### config.mk
export PLATFORM = sky130hd
export DESIGN_NAME = lcd_tgen
export DESIGN_NICKNAME = d
export VERILOG_FILES = /design/src/rtl/lcd_tgen_pkg.sv /design/src/rtl/lcd_tgen_cfg.sv /design/src/rtl/lcd_tgen_axis.sv /design/src/rtl/lcd_tgen_out.sv /design/src/rtl/lcd_tgen.sv
export SDC_FILE = /design/constraint.sdc
export NUM_CORES = 1
export LEC_CHECK = 0
export CELL_PAD_IN_SITES_DETAIL_PLACEMENT = 0
export CELL_PAD_IN_SITES_GLOBAL_PLACEMENT = 1
export CORE_MARGIN = 5
export CORE_UTILIZATION = 50
export DETAILED_ROUTE_END_ITERATION = 10
export DONT_BUFFER_PORTS = 1
export GPL_TIMING_DRIVEN = 0
export HOLD_SLACK_MARGIN = 0.08
export PLACE_DENSITY = 0.87
export REMOVE_ABC_BUFFERS = 1
export SLEW_MARGIN = 15
export SYNTH_ARGS = -nofsm -noshare
export SYNTH_HDL_FRONTEND = slang
export SYNTH_SLANG_ARGS = --single-unit
export TNS_END_PERCENT = 30
### constraint.sdc
create_clock -name clk -period 7.8 [get_ports clk]
set_clock_uncertainty 0.15 [all_clocks]
set_input_delay 0.78 -clock clk [delete_from_list [all_inputs] [get_ports clk]]
set_output_delay 0.78 -clock clk [all_outputs]
set_load 0.05 [all_outputs]
### src/rtl/lcd_tgen_pkg.sv
package lcd_tgen_pkg;
  parameter int REG_W = 32;
  parameter int CW    = 11;
  parameter int XW    = 10;
  parameter int YW    = 10;

  localparam int H_PPL_LO = 2;
  localparam int H_PPL_W  = 6;
  localparam int H_SW_LO  = 8;
  localparam int H_FP_LO  = 16;
  localparam int H_BP_LO  = 24;
  localparam int H_FLD_W  = 8;
  localparam int V_ACT_LO = 0;
  localparam int V_ACT_W  = 10;
  localparam int V_SW_LO  = 10;
  localparam int V_SW_W   = 6;
  localparam int V_FP_LO  = 16;
  localparam int V_BP_LO  = 24;
  localparam int V_FLD_W  = 8;
  localparam int P_INV_W  = 4;
  localparam int P_CPL_LO = 16;
  localparam int P_CPL_W  = 10;
  localparam int GRAN_SH  = 4;

  typedef enum logic [1:0] {
    PH_ACT  = 2'd0,
    PH_FP   = 2'd1,
    PH_SYNC = 2'd2,
    PH_BP   = 2'd3
  } tg_phase_e;
endpackage

### src/rtl/lcd_tgen_cfg.sv
module lcd_tgen_cfg
  import lcd_tgen_pkg::*;
(
  input  logic             clk,
  input  logic             rst_n,
  input  logic             load_i,
  input  logic [REG_W-1:0] tim_h_i,
  input  logic [REG_W-1:0] tim_v_i,
  input  logic [REG_W-1:0] tim_pol_i,
  output logic [CW-1:0]    h_act_o,
  output logic [CW-1:0]    h_fp_o,
  output logic [CW-1:0]    h_sw_o,
  output logic [CW-1:0]    h_bp_o,
  output logic [CW-1:0]    v_act_o,
  output logic [CW-1:0]    v_fp_o,
  output logic [CW-1:0]    v_sw_o,
  output logic [CW-1:0]    v_bp_o,
  output logic [P_INV_W-1:0] inv_o,
  output logic             geom_ok_o
);
  logic [H_PPL_W-1:0] ppl_q, ppl_d;
  logic [H_FLD_W-1:0] hsw_q, hsw_d, hfp_q, hfp_d, hbp_q, hbp_d;
  logic [V_ACT_W-1:0] lpp_q, lpp_d;
  logic [V_SW_W-1:0]  vsw_q, vsw_d;
  logic [V_FLD_W-1:0] vfp_q, vfp_d, vbp_q, vbp_d;
  logic [P_INV_W-1:0] inv_q, inv_d;
  logic [P_CPL_W-1:0] cpl_q, cpl_d;
  logic               unused_cfg_bits;

  assign unused_cfg_bits = ^{tim_h_i[H_PPL_LO-1:0],
                             tim_pol_i[P_CPL_LO-1:P_INV_W],
                             tim_pol_i[REG_W-1:P_CPL_LO+P_CPL_W]};

  always_comb begin
    ppl_d = ppl_q; hsw_d = hsw_q; hfp_d = hfp_q; hbp_d = hbp_q;
    lpp_d = lpp_q; vsw_d = vsw_q; vfp_d = vfp_q; vbp_d = vbp_q;
    inv_d = inv_q; cpl_d = cpl_q;
    if (load_i) begin
      ppl_d = tim_h_i[H_PPL_LO +: H_PPL_W];
      hsw_d = tim_h_i[H_SW_LO  +: H_FLD_W];
      hfp_d = tim_h_i[H_FP_LO  +: H_FLD_W];
      hbp_d = tim_h_i[H_BP_LO  +: H_FLD_W];
      lpp_d = tim_v_i[V_ACT_LO +: V_ACT_W];
      vsw_d = tim_v_i[V_SW_LO  +: V_SW_W];
      vfp_d = tim_v_i[V_FP_LO  +: V_FLD_W];
      vbp_d = tim_v_i[V_BP_LO  +: V_FLD_W];
      inv_d = tim_pol_i[P_INV_W-1:0];
      cpl_d = tim_pol_i[P_CPL_LO +: P_CPL_W];
    end
  end

  always_ff @(posedge clk or negedge rst_n) begin
    if (!rst_n) begin
      ppl_q <= '0; hsw_q <= '0; hfp_q <= '0; hbp_q <= '0;
      lpp_q <= '0; vsw_q <= '0; vfp_q <= '0; vbp_q <= '0;
      inv_q <= '0; cpl_q <= '0;
    end else if (load_i) begin
      ppl_q <= ppl_d; hsw_q <= hsw_d; hfp_q <= hfp_d; hbp_q <= hbp_d;
      lpp_q <= lpp_d; vsw_q <= vsw_d; vfp_q <= vfp_d; vbp_q <= vbp_d;
      inv_q <= inv_d; cpl_q <= cpl_d;
    end
  end

  always_comb begin
    h_act_o = CW'({(CW-GRAN_SH)'(ppl_q) + (CW-GRAN_SH)'(1), {GRAN_SH{1'b0}}});
    h_sw_o  = CW'(hsw_q) + CW'(1);
    h_fp_o  = CW'(hfp_q) + CW'(1);
    h_bp_o  = CW'(hbp_q) + CW'(1);
    v_act_o = CW'(lpp_q) + CW'(1);
    v_sw_o  = CW'(vsw_q) + CW'(1);
    v_fp_o  = CW'(vfp_q);
    v_bp_o  = CW'(vbp_q);
    inv_o   = inv_q;
    geom_ok_o = (CW'(cpl_q) == (h_act_o - CW'(1)));
  end
endmodule

### src/rtl/lcd_tgen_axis.sv
module lcd_tgen_axis
  import lcd_tgen_pkg::*;
#(
  parameter bit PORCH_MAY_BE_ZERO = 1'b0
) (
  input  logic          clk,
  input  logic          rst_n,
  input  logic          clr_i,
  input  logic          step_i,
  input  logic [CW-1:0] len_act_i,
  input  logic [CW-1:0] len_fp_i,
  input  logic [CW-1:0] len_sw_i,
  input  logic [CW-1:0] len_bp_i,
  output tg_phase_e     ph_o,
  output logic [CW-1:0] cnt_o,
  output logic          wrap_o
);
  tg_phase_e     ph_q, ph_d, ph_nxt;
  logic [CW-1:0] cnt_q, cnt_d, cur_len;
  logic          at_end, final_ph, fp_skip, bp_skip, upd;

  generate
    if (PORCH_MAY_BE_ZERO) begin : g_skip
      assign fp_skip = (len_fp_i == '0);
      assign bp_skip = (len_bp_i == '0);
    end else begin : g_noskip
      assign fp_skip = 1'b0;
      assign bp_skip = 1'b0;
    end
  endgenerate

  always_comb begin
    unique case (ph_q)
      PH_ACT:  begin cur_len = len_act_i; ph_nxt = fp_skip ? PH_SYNC : PH_FP;  end
      PH_FP:   begin cur_len = len_fp_i;  ph_nxt = PH_SYNC;                     end
      PH_SYNC: begin cur_len = len_sw_i;  ph_nxt = bp_skip ? PH_ACT : PH_BP;   end
      default: begin cur_len = len_bp_i;  ph_nxt = PH_ACT;                      end
    endcase
    at_end   = (cnt_q == (cur_len - CW'(1)));
    final_ph = (ph_q == PH_BP) || ((ph_q == PH_SYNC) && bp_skip);
    wrap_o   = step_i && !clr_i && at_end && final_ph;
    upd      = clr_i || step_i;
    ph_d  = ph_q;
    cnt_d = cnt_q;
    if (clr_i) begin
      ph_d  = PH_ACT;
      cnt_d = '0;
    end else if (step_i) begin
      if (at_end) begin
        ph_d  = ph_nxt;
        cnt_d = '0;
      end else begin
        cnt_d = cnt_q + CW'(1);
      end
    end
  end

  always_ff @(posedge clk or negedge rst_n) begin
    if (!rst_n) begin
      ph_q  <= PH_ACT;
      cnt_q <= '0;
    end else if (upd) begin
      ph_q  <= ph_d;
      cnt_q <= cnt_d;
    end
  end

  assign ph_o  = ph_q;
  assign cnt_o = cnt_q;

  // the position never leaves the length of its phase
  p_cnt_in_phase_r2: assert property (@(posedge clk) disable iff (!rst_n)
    cnt_q < cur_len);
  // a zero-length porch is never entered
  p_no_empty_porch_r3: assert property (@(posedge clk) disable iff (!rst_n)
    ((ph_q == PH_FP) |-> (len_fp_i != '0)) and ((ph_q == PH_BP) |-> (len_bp_i != '0)));
endmodule

### src/rtl/lcd_tgen_out.sv
module lcd_tgen_out
  import lcd_tgen_pkg::*;
(
  input  logic               clk,
  input  logic               rst_n,
  input  logic               run_i,
  input  tg_phase_e          h_ph_i,
  input  logic [CW-1:0]      h_cnt_i,
  input  tg_phase_e          v_ph_i,
  input  logic [CW-1:0]      v_cnt_i,
  input  logic               ok_i,
  input  logic [P_INV_W-1:0] inv_i,
  output logic               hsync_o,
  output logic               vsync_o,
  output logic               de_o,
  output logic               pclk_neg_o,
  output logic [XW-1:0]      x_o,
  output logic [YW-1:0]      y_o,
  output logic               fs_o
);
  logic          hs_d, vs_d, de_d, pn_d, fs_d, de_int;
  logic [XW-1:0] x_d;
  logic [YW-1:0] y_d;

  always_comb begin
    de_int = (h_ph_i == PH_ACT) && (v_ph_i == PH_ACT) && ok_i;
    hs_d = 1'b0; vs_d = 1'b0; de_d = 1'b0; pn_d = 1'b0; fs_d = 1'b0;
    x_d  = '0;   y_d  = '0;
    if (run_i) begin
      hs_d = (h_ph_i == PH_SYNC) ^ inv_i[0];
      vs_d = (v_ph_i == PH_SYNC) ^ inv_i[1];
      de_d = de_int ^ inv_i[2];
      pn_d = inv_i[3];
      fs_d = (h_ph_i == PH_ACT) && (h_cnt_i == '0) &&
             (v_ph_i == PH_ACT) && (v_cnt_i == '0);
      if (de_int) begin
        x_d = h_cnt_i[XW-1:0];
        y_d = v_cnt_i[YW-1:0];
      end
    end
  end

  always_ff @(posedge clk or negedge rst_n) begin
    if (!rst_n) begin
      hsync_o <= 1'b0; vsync_o <= 1'b0; de_o <= 1'b0; pclk_neg_o <= 1'b0;
      x_o <= '0; y_o <= '0; fs_o <= 1'b0;
    end else begin
      hsync_o <= hs_d; vsync_o <= vs_d; de_o <= de_d; pclk_neg_o <= pn_d;
      x_o <= x_d; y_o <= y_d; fs_o <= fs_d;
    end
  end

  // stopped raster yields all-low outputs one cycle later
  p_idle_when_off_r10: assert property (@(posedge clk) disable iff (!rst_n)
    !run_i |=> ({hsync_o, vsync_o, de_o, pclk_neg_o, fs_o} == '0) && (x_o == '0) && (y_o == '0));
  // frame strobe lasts one cycle
  p_fs_single_r7: assert property (@(posedge clk) disable iff (!rst_n)
    fs_o |=> !fs_o);
  // geometry mismatch holds data enable inactive
  p_blank_on_mismatch_r8: assert property (@(posedge clk) disable iff (!rst_n)
    (run_i && !ok_i) |=> (de_o == $past(inv_i[2])) && (x_o == '0) && (y_o == '0));
  // outside the horizontal active phase data enable is inactive
  p_de_needs_active_r5: assert property (@(posedge clk) disable iff (!rst_n)
    (run_i && (h_ph_i != PH_ACT)) |=> (de_o == $past(inv_i[2])));
endmodule

### src/rtl/lcd_tgen.sv
module lcd_tgen
  import lcd_tgen_pkg::*;
(
  input  logic             clk,
  input  logic             rst_n,
  input  logic [REG_W-1:0] tim_h,
  input  logic [REG_W-1:0] tim_v,
  input  logic [REG_W-1:0] tim_pol,
  input  logic             lcd_en,
  input  logic             lcd_pwr,
  output logic             lcd_hsync,
  output logic             lcd_vsync,
  output logic             lcd_de,
  output logic             lcd_pclk_neg,
  output logic [XW-1:0]    pix_x,
  output logic [YW-1:0]    pix_y,
  output logic             frame_start
);
  logic [1:0]         rst_sync_q;
  logic               rst_s, run, h_wrap, v_wrap, load, geom_ok;
  logic [CW-1:0]      h_act, h_fp, h_sw, h_bp, v_act, v_fp, v_sw, v_bp;
  logic [CW-1:0]      h_cnt, v_cnt;
  logic [P_INV_W-1:0] inv;
  tg_phase_e          h_ph, v_ph;

  always_ff @(posedge clk or negedge rst_n) begin
    if (!rst_n) rst_sync_q <= 2'b00;
    else        rst_sync_q <= {rst_sync_q[0], 1'b1};
  end
  assign rst_s = rst_sync_q[1];

  assign run  = lcd_en && lcd_pwr;
  assign load = !run || v_wrap;

  lcd_tgen_cfg u_cfg (
    .clk(clk), .rst_n(rst_s), .load_i(load),
    .tim_h_i(tim_h), .tim_v_i(tim_v), .tim_pol_i(tim_pol),
    .h_act_o(h_act), .h_fp_o(h_fp), .h_sw_o(h_sw), .h_bp_o(h_bp),
    .v_act_o(v_act), .v_fp_o(v_fp), .v_sw_o(v_sw), .v_bp_o(v_bp),
    .inv_o(inv), .geom_ok_o(geom_ok)
  );

  lcd_tgen_axis #(.PORCH_MAY_BE_ZERO(1'b0)) u_hax (
    .clk(clk), .rst_n(rst_s), .clr_i(!run), .step_i(run),
    .len_act_i(h_act), .len_fp_i(h_fp), .len_sw_i(h_sw), .len_bp_i(h_bp),
    .ph_o(h_ph), .cnt_o(h_cnt), .wrap_o(h_wrap)
  );

  lcd_tgen_axis #(.PORCH_MAY_BE_ZERO(1'b1)) u_vax (
    .clk(clk), .rst_n(rst_s), .clr_i(!run), .step_i(h_wrap),
    .len_act_i(v_act), .len_fp_i(v_fp), .len_sw_i(v_sw), .len_bp_i(v_bp),
    .ph_o(v_ph), .cnt_o(v_cnt), .wrap_o(v_wrap)
  );

  lcd_tgen_out u_out (
    .clk(clk), .rst_n(rst_s), .run_i(run),
    .h_ph_i(h_ph), .h_cnt_i(h_cnt), .v_ph_i(v_ph), .v_cnt_i(v_cnt),
    .ok_i(geom_ok), .inv_i(inv),
    .hsync_o(lcd_hsync), .vsync_o(lcd_vsync), .de_o(lcd_de),
    .pclk_neg_o(lcd_pclk_neg), .x_o(pix_x), .y_o(pix_y), .fs_o(frame_start)
  );

  // the vertical position moves only when a line completes
  p_vhold_r4: assert property (@(posedge clk) disable iff (!rst_s)
    (run && !h_wrap) |=> ($stable(v_cnt) && $stable(v_ph)));
  // shadowed geometry is frozen inside a running frame
  p_cfg_frozen_r9: assert property (@(posedge clk) disable iff (!rst_s)
    (run && !v_wrap) |=> ($stable(h_act) && $stable(v_act) && $stable(inv) && $stable(geom_ok)));
endmodule

* After elaboration in Yosys (flattened, before gate mapping)
Index checks and enable logic that the tools add are counted.
** Operators by class
- Magnitude comparators :: 0
- Mux-type cells :: 25
- Bitwise gates (word level) :: 3
- Reduce and logical (&&, ||, !) cells :: 24
- $mul :: 0
- Shifts and indexed selects :: 0
- Add/subtract/negate cells :: 11
- Eq/ne operators :: 12
- Divide/modulo/power cells :: 0
** Operators by type and width (count)
- 11-bit one-hot mux with 3 select lines :: 2
- 11-bit 2-to-1 mux :: 5
- 11-bit zero test :: 4
- 10-bit 2-to-1 mux :: 4
- 11-bit by 1-bit subtractor with 11-bit output (second input constant) :: 3
- 8-bit by 1-bit adder with 9-bit output (second input constant) :: 3
- 11-bit by 1-bit adder with 11-bit output (second input constant) :: 2
- 11-bit equality test :: 2
- 6-bit by 1-bit adder with 7-bit output (second input constant) :: 2
- 2-bit 2-to-1 mux :: 7
- 1-bit logical AND :: 12
- 2-bit one-hot mux with 3 select lines :: 2
- 10-bit by 1-bit adder with 11-bit output (second input constant) :: 1
- 10-bit by 11-bit equality test with 1-bit output :: 1
- 2-bit equality test (second input constant) :: 4
- 2-bit by 1-bit != test with 1-bit output (second input constant) :: 3
- 1-bit 2-to-1 mux :: 5
- 2-bit by 1-bit equality test with 1-bit output (second input constant) :: 2
- 2-bit zero test :: 2
- 1-bit logical OR :: 3
- 3-bit AND reduction :: 1
- 1-bit bitwise XOR :: 3
- 2-bit AND reduction :: 1
- 1-bit zero test :: 1
** Word-level totals
- Bits in writable memories :: 0
- Bits in latches :: 0
- Register bits after elaboration :: 129
- Input port bits :: 100
- Output and inout bits :: 25
- Bits in read-only memories :: 0
- Memories kept :: 0
- Logic and storage cells :: 97

* Longest topological paths before layout
- Depth after elaboration :: 10
- Mapped depth :: 19
- Depth with buffers taken out :: 16

* By module
A second synthesis with hierarchy kept.
** Second synthesis, totals
- Cell total of the unflattened synthesis :: 748
- Area total of the unflattened synthesis :: 7841.3 µm²
** By module, submodules not included
- lcd_tgen_cfg :: area an instance 4002.6 µm², times used 1, seq. area each 1901.8 µm², cells each 349
- lcd_tgen_axis (u_hax) :: area an instance 1510.2 µm², times used 1, seq. area each 325.3 µm², cells each 180
- lcd_tgen_axis (u_vax) :: area an instance 1340.0 µm², times used 1, seq. area each 325.3 µm², cells each 144
- lcd_tgen_out :: area an instance 917.1 µm², times used 1, seq. area each 625.6 µm², cells each 69
- lcd_tgen :: area an instance 71.3 µm², times used 1, seq. area each 50.0 µm², cells each 6

* Worst setup path before layout
Ideal clock, no wire load.
- Path kind :: register to register
- Start :: register u_hax.ph_q[0], in the netlist u_hax.ph_o[0]
- End :: register u_cfg.hbp_q[0]
- Arrival :: 4178 ps
- Cell stages (with the launch flop) :: 20
- Path buffers :: 3
- Data required time :: 7523 ps
- Path slack :: 3345 ps
- Library setup time :: 127 ps
- Clock period less this slack :: 4455 ps
- Cells stage by stage :: dfrtp_1 > inv_1 > ha_1 > buf_4 > nor2_1 > a21oi_1 > ha_1 > o21ai_1 > a21oi_1 > a21oi_1 > o31ai_1 > xnor2_1 > or3b_2 > a31oi_1 > o211ai_2 > nor4b_4 > a31o_4 > buf_8 > buf_12 > mux2_1
** On the way
- Longest elaborated chain between the ends :: 10
- Elaborated cells on any way between the ends :: 13
- Those cells by class :: add/sub: 1; eq/ne: 4; mux: 1; reduce/logical: 7
** Ends and longest elaborated chain
- start: declaration :: RTL line lcd_tgen_axis.sv:18 : tg_phase_e ph_q, ph_d, ph_nxt;
- start signal: assignment :: RTL line lcd_tgen_axis.sv:63 : ph_q <= ph_d;
- 2-bit equality test, or another cell as far along
- 11-bit one-hot mux with 3 select lines :: RTL line lcd_tgen_axis.sv:33 : unique case (ph_q)
- 11-bit by 1-bit subtractor with 11-bit output :: RTL line lcd_tgen_axis.sv:39 : at_end = (cnt_q == (cur_len - CW'(1)));
- 11-bit equality test :: RTL line lcd_tgen_axis.sv:39
- 1-bit logical AND :: RTL line lcd_tgen_axis.sv:41 : wrap_o = step_i && !clr_i && at_end && final_ph;
- 1-bit logical AND (*) (4 in series) :: RTL line lcd_tgen_axis.sv:41
- 1-bit logical OR (*) :: RTL line lcd_tgen.sv:33 : assign load = !run || v_wrap;
- end signal: assignment :: RTL line lcd_tgen_cfg.sv:58 : ppl_q <= ppl_d; hsw_q <= hsw_d; hfp_q <= hfp_d; hbp_q <= hbp_d;
- end: declaration :: RTL line lcd_tgen_cfg.sv:22 : logic [H_FLD_W-1:0] hsw_q, hsw_d, hfp_q, hfp_d, hbp_q, hbp_d;
Every way passes the cells marked *; elsewhere a longest branch is shown, timed or not.
A chain may end at the register's enable or synchronous reset.

* Worst setup path after layout
- Start :: register u_hax.ph_q[0], in the netlist u_hax.ph_o[0]
- End :: register u_cfg.cpl_q[5]
** On the way
- Longest elaborated chain between the ends :: 10
- Elaborated cells on any way between the ends :: 13
- Those cells by class :: add/sub: 1; eq/ne: 4; mux: 1; reduce/logical: 7
** Ends and longest elaborated chain
- 2-bit equality test, or another cell as far along
- 11-bit one-hot mux with 3 select lines :: RTL line lcd_tgen_axis.sv:33
- 11-bit by 1-bit subtractor with 11-bit output :: RTL line lcd_tgen_axis.sv:39
- 11-bit equality test :: RTL line lcd_tgen_axis.sv:39
- 1-bit logical AND :: RTL line lcd_tgen_axis.sv:41
- 1-bit logical AND (*) (4 in series) :: RTL line lcd_tgen_axis.sv:41
- 1-bit logical OR (*) :: RTL line lcd_tgen.sv:33
- end signal: assignment :: RTL line lcd_tgen_cfg.sv:60 : inv_q <= inv_d; cpl_q <= cpl_d;
- end: declaration :: RTL line lcd_tgen_cfg.sv:27 : logic [P_CPL_W-1:0] cpl_q, cpl_d;
Marked as above.

==> results.ini <==
[outcome]
status = finished, final reports clean

[final_layout]
antennaDiodeCount = 0
drive_gt1_frac = 0.138
design_area_mm2 = 0.00807
area_delta_synth_final_pct = 9.15
fin_cells = 872
nNetsFinal = 791
layout.cells.most_common = dfrtp_1
final_cell_mix = 128 x dfrtp_1, 55 x nor2_1, 40 x mux2_1, 37 x mux2_2, 33 x xnor2_1
n_fill_cell = 1286

[global_route]
grt_pass1_vias = 5562
antenna_found_initial = 0
overflow = 0
grt.total_usage = 0.195
grt_max_degree = 77
grt_pass1_wl_um = 27800

[floorplan]
die_area_mm2 = 0.0173
num_rows = 44
initial_core_util = 0.509
fp.dieW_um = 132
io_pins = 125
core_region_area_mm2 = 0.0145
die_y_um = 132

[clock_network]
cts_tree = yes
htree_levels = 4
cts_buffers = 17
cts-root-buf = clkbuf_16
cts.sinks = 129
cts.path.max_buffers = 2
clk_latency_ns = 0.42
ctsHoldBuffers = 1
cts_resized = 0
postCtsSetupBuffers = 0
cts.clk_slew.worst_paths_ns = 0.06

[setup_path]
end_kind = flip-flop
cp.required_ns = 7.95
crit_arrival_ns = 6.48
start_kind = flip-flop
r2r_cells = 16
critPathKind = reg2reg
critPathMaxFanout = 76

[sta]
tightest_slew_ns = 1.08
setup_viol = 0
rsz0062_at_grt = no
max_freq_mhz = 158
period_share = 0.811
drv_slew = 0
tns_ns = 0
slew-limit-headroom = 0.282
finalHoldViolCount = 0
min_period_ns = 6.33

[logic_synthesis]
synth_area_mm2 = 0.00740
syn_area_per_cell_um2 = 10.8
synthDistinctLibCells = 77
async_reset_ff_frac = 1.00
ys_ff_latch = 129
syn_inst = 688
yosysWarnings = 0
ys.flop_type = dfrtp_1
yosysSeqAreaShare = 0.436
synth-edff-count = 0

[place]
dp_hpwl_um = 12000
portBuffers = 0
placed_cells = 840
dpl-instance-area_mm2 = 0.00745
gp_congestion = 0.861

[routing]
drt-initial-drc-count = 250
wl_um = 16300
antenna_left = 0
firstDrtPassIters = 4
vias = 5179
via_per_inst = 5.94
wl_per_cell_um = 18.7
route.detailed.drc = 0

[power_and_ir_drop]
p_total_uw = 1760
vdd_drop_max_uv = 173
power_density_mw_per_mm2 = 218
cellLeakagePower_uw = 0.00330

[run]
cap_violations = 0

[hold_path]
hold_path.class = reg2async

through the flow:
stage          setup slack, ns  utilization  hold WS (ns)
2_1_floorplan             2.61            -         0.181
3_5_place_dp              1.43        0.513        0.0851
3_3_place_gp              1.56        0.509         0.187
4_1_cts                   1.40        0.556        0.0901
5_1_grt                  0.949        0.556         0.104
6_report                  1.47        0.556        0.0804
power breakdown:
group / internal, uW / switching, uW
combinational: 88.7 / 112
clock: 518 / 295
sequential: 705 / 38.2
worst max-delay path: stages (launching register included):
cell      delay, ns
dfrtp_1        0.43
inv_1          0.09
ha_1           0.75
nor2_1         0.12
a21oi_1        0.25
ha_1           0.31
o21ai_1        0.12
a21oi_1        0.26
a21oi_1        0.13
o31ai_1        0.36
xnor2_1        0.19
or3b_2         0.46
a31oi_1        0.33
o211ai_2       0.17
nor4b_4        0.65
a31o_4         0.95
mux2_2         0.43
per-layer routing:
metal | vias up | share of wire | GRT usage
met1 | 2555 | 0.42 | 0.230
li1 | 2495 | - | -
met4 | 0 | 0.012 | 0.0571
met3 | 11 | 0.046 | 0.0570
met5 | - | 0 | 0
met2 | 118 | 0.52 | 0.343
registers in the layout, indices dropped and copies added, names as in the netlist:
name,cells
u_cfg.cpl_q,10
u_cfg.hbp_q,8
u_out.y_o,10
u_out.pclk_neg_o,1
u_cfg.ppl_q,6
u_out.de_o,1
u_hax.ph_o,2
u_out.x_o,10
u_cfg.inv_o,4
u_cfg.hsw_q,8
u_hax.cnt_o,11
u_out.fs_o,1
u_cfg.vfp_q,8
u_out.vsync_o,1
rst_sync_q,2
u_cfg.vsw_q,6
u_vax.cnt_o,11
u_out.hsync_o,1
u_cfg.vbp_q,8
u_cfg.hfp_q,8
u_cfg.lpp_q,10
u_vax.ph_o,2
path summary, 6_finish.rpt:
check	slack (ns)	start	end
max	1.47	u_hax.ph_o[0]	u_cfg.cpl_q[5]
min	0.08	rst_sync_q[1]	u_out.y_o[6]
max reg2reg	1.47	u_hax.ph_o[0]	u_cfg.cpl_q[5]
min reg2reg	0.08	rst_sync_q[1]	u_out.y_o[6]
max in group asynchronous	6.82	rst_sync_q[1]	u_cfg.hbp_q[3]
min in group clk	0.20	rst_sync_q[0]	rst_sync_q[1]
synthesized netlist by cell type, types with 16 or more instances:
| library cell | instances | area, um2 |
|---|---|---|
| a21oi_1 | 17 | 85.1 |
| and2_1 | 18 | 113 |
| dfrtp_1 | 129 | 3230 |
| inv_1 | 17 | 63.8 |
| mux2_1 | 40 | 450 |
| mux2_2 | 37 | 417 |
| nand2_1 | 30 | 113 |
| nand3_1 | 24 | 120 |
| nor2_1 | 55 | 206 |
| nor3_1 | 16 | 80.1 |
| o21ai_0 | 18 | 90.1 |
| xnor2_1 | 33 | 289 |
| xor2_1 | 29 | 254 |
cells by family (layout without fill, tap and decap cells):
| family | after synthesis | count (layout) | synth area share |
|---|---|---|---|
| AOI/OAI and AO/OA | 113 | 113 | 0.117 |
| xor gates and xnor gates | 64 | 64 | 0.0778 |
| adders and majority gates | 15 | 15 | 0.0254 |
| buffers and inverters | 52 | 52 | 0.0411 |
| DFF | 129 | 129 | 0.436 |
| muxes | 87 | 87 | 0.136 |
| other | 1 | 1 | 0.000507 |
| and+or+nand+nor | 227 | 227 | 0.166 |
cell type report:
class,count,area [um2],area share
Sequential cell,129,3230,0.400
Multi-Input combinational cell,507,3870,0.480
Tap cell,184,230,0.0285
Clock inverter,12,160,0.0198
Clock buffer,19,453,0.0561
Timing Repair Buffer,3,57.6,0.00713
Inverter,18,67.6,0.00837
(Power assumes the default switching activity.)
